<file path="config.mk">
export PLATFORM = sky130hd
export DESIGN_NAME = tick_compare_unit
export DESIGN_NICKNAME = d
export VERILOG_FILES = /design/src/rtl/tcmp_pkg.sv /design/src/rtl/tcmp_chan.sv /design/src/rtl/tcmp_route.sv /design/src/rtl/tick_compare_unit.sv
export SDC_FILE = /design/constraint.sdc
export NUM_CORES = 1
export LEC_CHECK = 0
export BUFFER_PORTS_ARGS = -buffer_cell sky130_fd_sc_hd__buf_2
export CAP_MARGIN = 20
export CORE_ASPECT_RATIO = 1.4
export CORE_MARGIN = 5
export CORE_UTILIZATION = 45
export DETAILED_ROUTE_END_ITERATION = 7
export GPL_ROUTABILITY_DRIVEN = 0
export PLACE_DENSITY = 0.71
export SETUP_SLACK_MARGIN = 0.5
export SLEW_MARGIN = 30
export SYNTH_ARGS = -nofsm -noshare
export SYNTH_HDL_FRONTEND = slang
export SYNTH_HIERARCHICAL = 1
export SYNTH_SLANG_ARGS = --single-unit
</file>
<file path="constraint.sdc">
create_clock -name clk -period 2.9 [get_ports clk]
set_input_delay 0.725 -clock clk [delete_from_list [all_inputs] [get_ports clk]]
set_output_delay 0.725 -clock clk [all_outputs]
set_load 0.01 [all_outputs]
</file>
<file path="src/rtl/tcmp_pkg.sv">
package tcmp_pkg;
    localparam int unsigned TICK_W_DEF   = 63;
    localparam int unsigned SOFT_W_DEF   = 17;
    localparam int unsigned SOFT_BIT_DEF = 16;
    localparam int unsigned NUM_CH       = 2;

    typedef enum logic {
        CH_SYS = 1'b0,
        CH_HYP = 1'b1
    } chan_e;
endpackage

</file>
<file path="src/rtl/tcmp_chan.sv">
module tcmp_chan #(
    parameter int unsigned TICK_W = tcmp_pkg::TICK_W_DEF
) (
    input  logic              clk,
    input  logic              rst_n,
    input  logic [TICK_W-1:0] tick_now,
    input  logic              wr_en,
    input  logic [TICK_W:0]   wr_data,
    output logic [TICK_W:0]   rd_data,
    output logic              armed,
    output logic              fire
);
    localparam int unsigned REG_W   = TICK_W + 1;
    localparam int unsigned DIS_BIT = TICK_W;

    typedef struct packed {
        logic [REG_W-1:0] cmp;
        logic             armed;
        logic             fire;
    } chan_st_t;

    chan_st_t st_d, st_q;

    always_comb begin
        st_d      = st_q;
        st_d.fire = 1'b0;
        if (wr_en) begin
            // a new value always wins over a match of the old one
            st_d.cmp   = wr_data;
            st_d.armed = !wr_data[DIS_BIT] && (wr_data[TICK_W-1:0] > tick_now);
        end else if (st_q.armed && !st_q.cmp[DIS_BIT]
                     && (st_q.cmp[TICK_W-1:0] == tick_now)) begin
            st_d.fire  = 1'b1;
            st_d.armed = 1'b0;
        end
    end

    always_ff @(posedge clk) begin
        if (!rst_n) begin
            st_q.cmp   <= REG_W'(1) << DIS_BIT;
            st_q.armed <= 1'b0;
            st_q.fire  <= 1'b0;
        end else begin
            st_q <= st_d;
        end
    end

    assign rd_data = st_q.cmp;
    assign armed   = st_q.armed;
    assign fire    = st_q.fire;

    p_readback_r2: assert property (@(posedge clk) disable iff (!rst_n)
        wr_en |=> (rd_data == $past(wr_data)));

    p_past_target_idle_r3: assert property (@(posedge clk) disable iff (!rst_n)
        (wr_en && (wr_data[TICK_W-1:0] <= tick_now)) |=> !armed);

    p_single_pulse_r4: assert property (@(posedge clk) disable iff (!rst_n)
        fire |=> !fire);

    p_fire_from_armed_r9: assert property (@(posedge clk) disable iff (!rst_n)
        fire |-> ($past(armed) && !$past(wr_en)));

    p_disable_blocks_r5: assert property (@(posedge clk) disable iff (!rst_n)
        rd_data[DIS_BIT] |-> !armed);

    p_disarm_after_fire_r7: assert property (@(posedge clk) disable iff (!rst_n)
        fire |-> !armed);
endmodule

</file>
<file path="src/rtl/tcmp_route.sv">
module tcmp_route #(
    parameter int unsigned SOFT_W   = tcmp_pkg::SOFT_W_DEF,
    parameter int unsigned SOFT_BIT = tcmp_pkg::SOFT_BIT_DEF,
    parameter int unsigned NUM_CH   = tcmp_pkg::NUM_CH
) (
    input  logic              clk,
    input  logic              rst_n,
    input  logic [NUM_CH-1:0] fire,
    output logic [SOFT_W-1:0] soft_int_set,
    output logic              hyp_pend_set
);
    localparam logic [SOFT_W-1:0] SOFT_MASK = SOFT_W'(1) << SOFT_BIT;

    always_comb begin
        soft_int_set = fire[int'(tcmp_pkg::CH_SYS)] ? SOFT_MASK : '0;
        hyp_pend_set = fire[int'(tcmp_pkg::CH_HYP)];
    end

    p_soft_onehot_r8: assert property (@(posedge clk) disable iff (!rst_n)
        (soft_int_set != '0) |-> ($countones(soft_int_set) == 1 && soft_int_set[SOFT_BIT]));
endmodule

</file>
<file path="src/rtl/tick_compare_unit.sv">
module tick_compare_unit #(
    parameter int unsigned TICK_W   = tcmp_pkg::TICK_W_DEF,
    parameter int unsigned SOFT_W   = tcmp_pkg::SOFT_W_DEF,
    parameter int unsigned SOFT_BIT = tcmp_pkg::SOFT_BIT_DEF
) (
    input  logic              clk,
    input  logic              rst_n,
    input  logic [TICK_W-1:0] tick_now,
    input  logic [1:0]        wr_en,
    input  logic [TICK_W:0]   wr_data,
    output logic [TICK_W:0]   rd_sys,
    output logic [TICK_W:0]   rd_hyp,
    output logic [SOFT_W-1:0] soft_int_set,
    output logic              hyp_pend_set
);
    localparam int unsigned NUM_CH = tcmp_pkg::NUM_CH;

    logic [TICK_W:0]   rd_vec [NUM_CH];
    logic [NUM_CH-1:0] armed_vec;
    logic [NUM_CH-1:0] fire_vec;

    for (genvar g = 0; g < NUM_CH; g++) begin : g_chan
        tcmp_chan #(.TICK_W(TICK_W)) u_chan (
            .clk      (clk),
            .rst_n    (rst_n),
            .tick_now (tick_now),
            .wr_en    (wr_en[g]),
            .wr_data  (wr_data),
            .rd_data  (rd_vec[g]),
            .armed    (armed_vec[g]),
            .fire     (fire_vec[g])
        );
    end

    tcmp_route #(.SOFT_W(SOFT_W), .SOFT_BIT(SOFT_BIT), .NUM_CH(NUM_CH)) u_route (
        .clk          (clk),
        .rst_n        (rst_n),
        .fire         (fire_vec),
        .soft_int_set (soft_int_set),
        .hyp_pend_set (hyp_pend_set)
    );

    assign rd_sys = rd_vec[int'(tcmp_pkg::CH_SYS)];
    assign rd_hyp = rd_vec[int'(tcmp_pkg::CH_HYP)];

    p_channels_independent_r8: assert property (@(posedge clk) disable iff (!rst_n)
        (wr_en == 2'b01) |=> $stable(rd_hyp));
endmodule

</file>
==> results.sh <==
export IMPL_status="finished clean"
export IMPL_portBuffers=260
export IMPL_timing_final_crit_period_ps=2430
export IMPL_floorplan_initialDensity_pct=45.4
export IMPL_first_global_vias=8954
export IMPL_synth_warnings=6
export IMPL_chipHeight_um=183
export IMPL_clock_tree_root_cell="sky130_fd_sc_hd__clkbuf_16"
export IMPL_core_region_area_um2=21100
export IMPL_path_class="input port to flop"
export IMPL_vias=8972
export IMPL_required_time_of_the_critical_path_ps=3220
export IMPL_max_cap_viol_count=0
export IMPL_power_after_layout_mw=5.71
export IMPL_switching_share_of_total_power_pct=31.0
export IMPL_synth_seq_cells=132
export IMPL_boundaryPins=277
export IMPL_drc=0
export IMPL_routedWlPerCell_um=21.1
export IMPL_timing_final_crit_share_pct=83.7
export IMPL_clock_tree_from_tritoncts="done"
export IMPL_cts_buffer_depth=2
export IMPL_category_of_the_worst_setup_path_launch_point="input port"
export IMPL_core_rowCount=63
export IMPL_timing_rr_end="g_chan[0].u_chan/fire"
export IMPL_finClkSkew_ps=9.44
export IMPL_clock_share_of_power_pct=40.2
export IMPL_combinationalPowerShare_pct=24.0
export IMPL_async_flop_share_pct=0
export IMPL_finalWorstSetupSlack_ps=472
export IMPL_number_of_enable_type_register_cells_in_the_synthesized_netlist=0
export IMPL_unrepaired_setup_endpoints_after_global_routing="yes"
export IMPL_detail_route_antenna_nets=0
export IMPL_internal_power_mw=3.94
export IMPL_critical_path_max_fanout=4
export IMPL_worst_ir_drop_vdd_mv=0.386
export IMPL_finalNetCount=1611
export IMPL_syn_mean_instance_area_um2=8.90
export IMPL_drt_first_pass_iters=5
export IMPL_dp_final_hpwl_mm=27.5
export IMPL_post_drt_via_cell_ratio=5.50
export IMPL_worstSkewPairLatency_ps=440
export IMPL_cts_hold_fix_buffers=0
export IMPL_worst_pin_slew_ps=657
export IMPL_total_leakage_power_nw=6.41
export IMPL_finish_utilization_pct=58.3
export IMPL_dp_slack_ps=-71.1
export IMPL_grt_start_max_net_pins=74
export IMPL_r2r_cells=6
export IMPL_maxSlewHeadroom_pct=56.0
export IMPL_timing_reg2reg_setup_slack_ps=710
export IMPL_h_tree_depth=4
export IMPL_drive_above_1_share_pct=27.7
export IMPL_seq_area_frac_synth_pct=27.6
export IMPL_switching_component_of_the_power_mw=1.77
export IMPL_die_width_um=133
export IMPL_place_inst=1585
export IMPL_critical_path_endpoint_type="flop"
export IMPL_grt_pass1_wl_mm=50.3
export IMPL_syn_cell_area_um2=9590
export IMPL_drt_iter0_markers=471
export IMPL_finalWirelength_mm=34.4
export IMPL_finalSetupViolations=0
export IMPL_worstHoldPathCells=2
export IMPL_worstHoldPathType="flop to flop"
export IMPL_hold_viol_final=0
export IMPL_timing_final_max_slew_violations=0
export IMPL_die_area_um2=24400
export IMPL_clk_transition_reported_paths_ps=60
export IMPL_gr_usage_all_layers_pct=26.8
export IMPL_fin_cells=1631
export IMPL_cts_buffers_inserted=17
export IMPL_netlist_instances=1077
export IMPL_timing_setup_tns_ps=0
export IMPL_total_congestion_overflow=0
export IMPL_hp_start="g_chan[0].u_chan/rd_data[63]"
export IMPL_maxClockFrequency_mhz=412
export IMPL_area_growth_synth_to_final_pct=28.3
export IMPL_r2r_start="g_chan[0].u_chan/rd_data[46]"
export IMPL_grt_antenna_before_repair=4
export IMPL_hold_path_endpoint="g_chan[0].u_chan/rd_data[63]"
export IMPL_power_density_cell_area_nw_per_um2=464
export IMPL_cts_sinks=132
export IMPL_synthFlopType="sky130_fd_sc_hd__dfxtp_1"
export IMPL_pwr_share_seq_pct=35.8
export IMPL_arrival_ps=2750
export IMPL_yosysUniqueCellTypes=43
-- cell usage in the layout (no fill, tap or decap), types with 19 or more instances in the layout --
| master | synthesis | routed |
|---|---|---|
| sky130_fd_sc_hd__inv_1 | 128 | 116 |
| sky130_fd_sc_hd__xor2_1 | 88 | 88 |
| sky130_fd_sc_hd__mux2i_1 | 126 | 126 |
| sky130_fd_sc_hd__dfxtp_1 | 132 | 132 |
| sky130_fd_sc_hd__ha_4 | 0 | 19 |
| sky130_fd_sc_hd__nand2_1 | 30 | 30 |
| sky130_fd_sc_hd__nor4_1 | 28 | 24 |
| sky130_fd_sc_hd__nand3_1 | 20 | 20 |
| sky130_fd_sc_hd__buf_2 | 6 | 231 |
| sky130_fd_sc_hd__a21oi_1 | 52 | 52 |
| sky130_fd_sc_hd__inv_2 | 14 | 25 |
| sky130_fd_sc_hd__buf_4 | 18 | 47 |
| sky130_fd_sc_hd__nor2b_1 | 128 | 128 |
| sky130_fd_sc_hd__ha_1 | 126 | 107 |
| sky130_fd_sc_hd__nand4_1 | 32 | 32 |
-- worst max path at each step --
stage	startpoint	to	slack, ps	depth (start not counted)
global route	wr_data[41]	g_chan[1].u_chan/armed	440	9
finish	wr_data[42]	g_chan[1].u_chan/armed	470	9
CTS	tick_now[22]	g_chan[1].u_chan/armed	510	10
detailed placement	tick_now[41]	g_chan[0].u_chan/armed	-70	10
floorplan	tick_now[38]	g_chan[0].u_chan/armed	600	8
global placement	tick_now[41]	g_chan[0].u_chan/armed	-60	10
-- power groups by stage --
stage | clock [mW] | combinational [mW] | sequential (mW)
3_5_place_dp | 0 | 1.28 | 2.08
3_3_place_gp | 0 | 1.25 | 2.07
4_1_cts | 2.32 | 1.29 | 2.04
2_1_floorplan | 0 | 0.694 | 2.10
5_1_grt | 2.41 | 1.49 | 2.05
6_report | 2.29 | 1.37 | 2.04
-- critical path, stage by stage --
cell and delay, ps:
sky130_fd_sc_hd__buf_4 140, sky130_fd_sc_hd__ha_4 260, sky130_fd_sc_hd__nand4_1 220, sky130_fd_sc_hd__nor4_2 320, sky130_fd_sc_hd__buf_4 180, sky130_fd_sc_hd__nand4_1 150, sky130_fd_sc_hd__or4_1 550, sky130_fd_sc_hd__nand4b_1 120
sky130_fd_sc_hd__o22ai_1 90
-- per-layer routing --
metal / share of wire (%) / track usage [%] / routed length (um) / up-vias
met5: 0.020 / 0 / 7 / -
li1: - / - / - / 4247
met4: 5.2 / 14.3 / 1800 / 2
met2: 50 / 47.5 / 17300 / 377
met3: 6.6 / 6.17 / 2280 / 98
met1: 38 / 29.9 / 13100 / 4248
-- logic make-up (layout without fill, tap and decap cells) --
family	after synthesis	count (layout)	share of synthesized area [%]
AND/OR/NAND/NOR	276	276	16.9
buffers and inverters	190	465	8.22
flip-flops	132	132	27.6
adder cells (fa/ha/maj)	126	126	16.4
AO/OA/AOI/OAI	126	126	8.58
multiplexers	126	126	13.2
XOR/XNOR	100	100	9.13
other	1	20	0.0391
-- registers in the layout, indices dropped and copies added (netlist names) --
name	cells
g_chan.u_chan/fire	2
g_chan.u_chan/armed	2
g_chan.u_chan/rd_data	128
-- synth_stat cells, types with 4 or more instances --
library cell | n | area (um2)
sky130_fd_sc_hd__a211oi_1 | 4 | 30.0
sky130_fd_sc_hd__buf_2 | 6 | 30.0
sky130_fd_sc_hd__nand3b_1 | 4 | 30.0
sky130_fd_sc_hd__mux2i_1 | 126 | 1260
sky130_fd_sc_hd__inv_2 | 14 | 52.6
sky130_fd_sc_hd__a21oi_1 | 52 | 260
sky130_fd_sc_hd__o22ai_1 | 12 | 75.1
sky130_fd_sc_hd__inv_1 | 128 | 480
sky130_fd_sc_hd__nor2b_1 | 128 | 801
sky130_fd_sc_hd__ha_1 | 126 | 1580
sky130_fd_sc_hd__nand2_1 | 30 | 113
sky130_fd_sc_hd__nor3_1 | 12 | 60.1
sky130_fd_sc_hd__o31ai_1 | 4 | 30.0
sky130_fd_sc_hd__nor4_1 | 28 | 175
sky130_fd_sc_hd__nand3_1 | 20 | 100
sky130_fd_sc_hd__o211ai_1 | 4 | 30.0
sky130_fd_sc_hd__nor2_1 | 8 | 30.0
sky130_fd_sc_hd__a221oi_1 | 10 | 87.6
sky130_fd_sc_hd__xor2_1 | 88 | 771
sky130_fd_sc_hd__clkbuf_1 | 22 | 82.6
sky130_fd_sc_hd__xnor2_1 | 12 | 105
sky130_fd_sc_hd__a21o_1 | 6 | 45.0
sky130_fd_sc_hd__or4_1 | 4 | 30.0
sky130_fd_sc_hd__a22o_1 | 4 | 35.0
sky130_fd_sc_hd__dfxtp_1 | 132 | 2640
sky130_fd_sc_hd__buf_4 | 18 | 135
sky130_fd_sc_hd__o21ai_0 | 14 | 70.1
sky130_fd_sc_hd__nand4_1 | 32 | 200
-- cell type report --
cell class              count  area [um2]
fillers                  1880        8820
flip-flops and latches    132        2640
diodes                      4        10.0
repair buffers            291        1670
clock inverters            11         151
well taps                 260         325
clock buffers              21         470
inverters                 142         536
multi-input cells         770        6500
-- repair_timing --
item / 4_1_cts / 5_1_grt
setup endpoints to repair: 2 / 2
gates resized for setup: 6 / 77
buffers inserted: 1 / 9
pin swaps: 7 / 29
-- metrics by stage --
| step | hold slack, ps | area (um2) |
|---|---|---|
| after detailed placement | 504 | 11200 |
| after global placement | 504 | 11200 |
| final | 519 | 12300 |
| after floorplan | 476 | 9650 |
| after global routing | 542 | 12300 |
| after CTS | 517 | 11900 |
(Power assumes the default switching activity.)
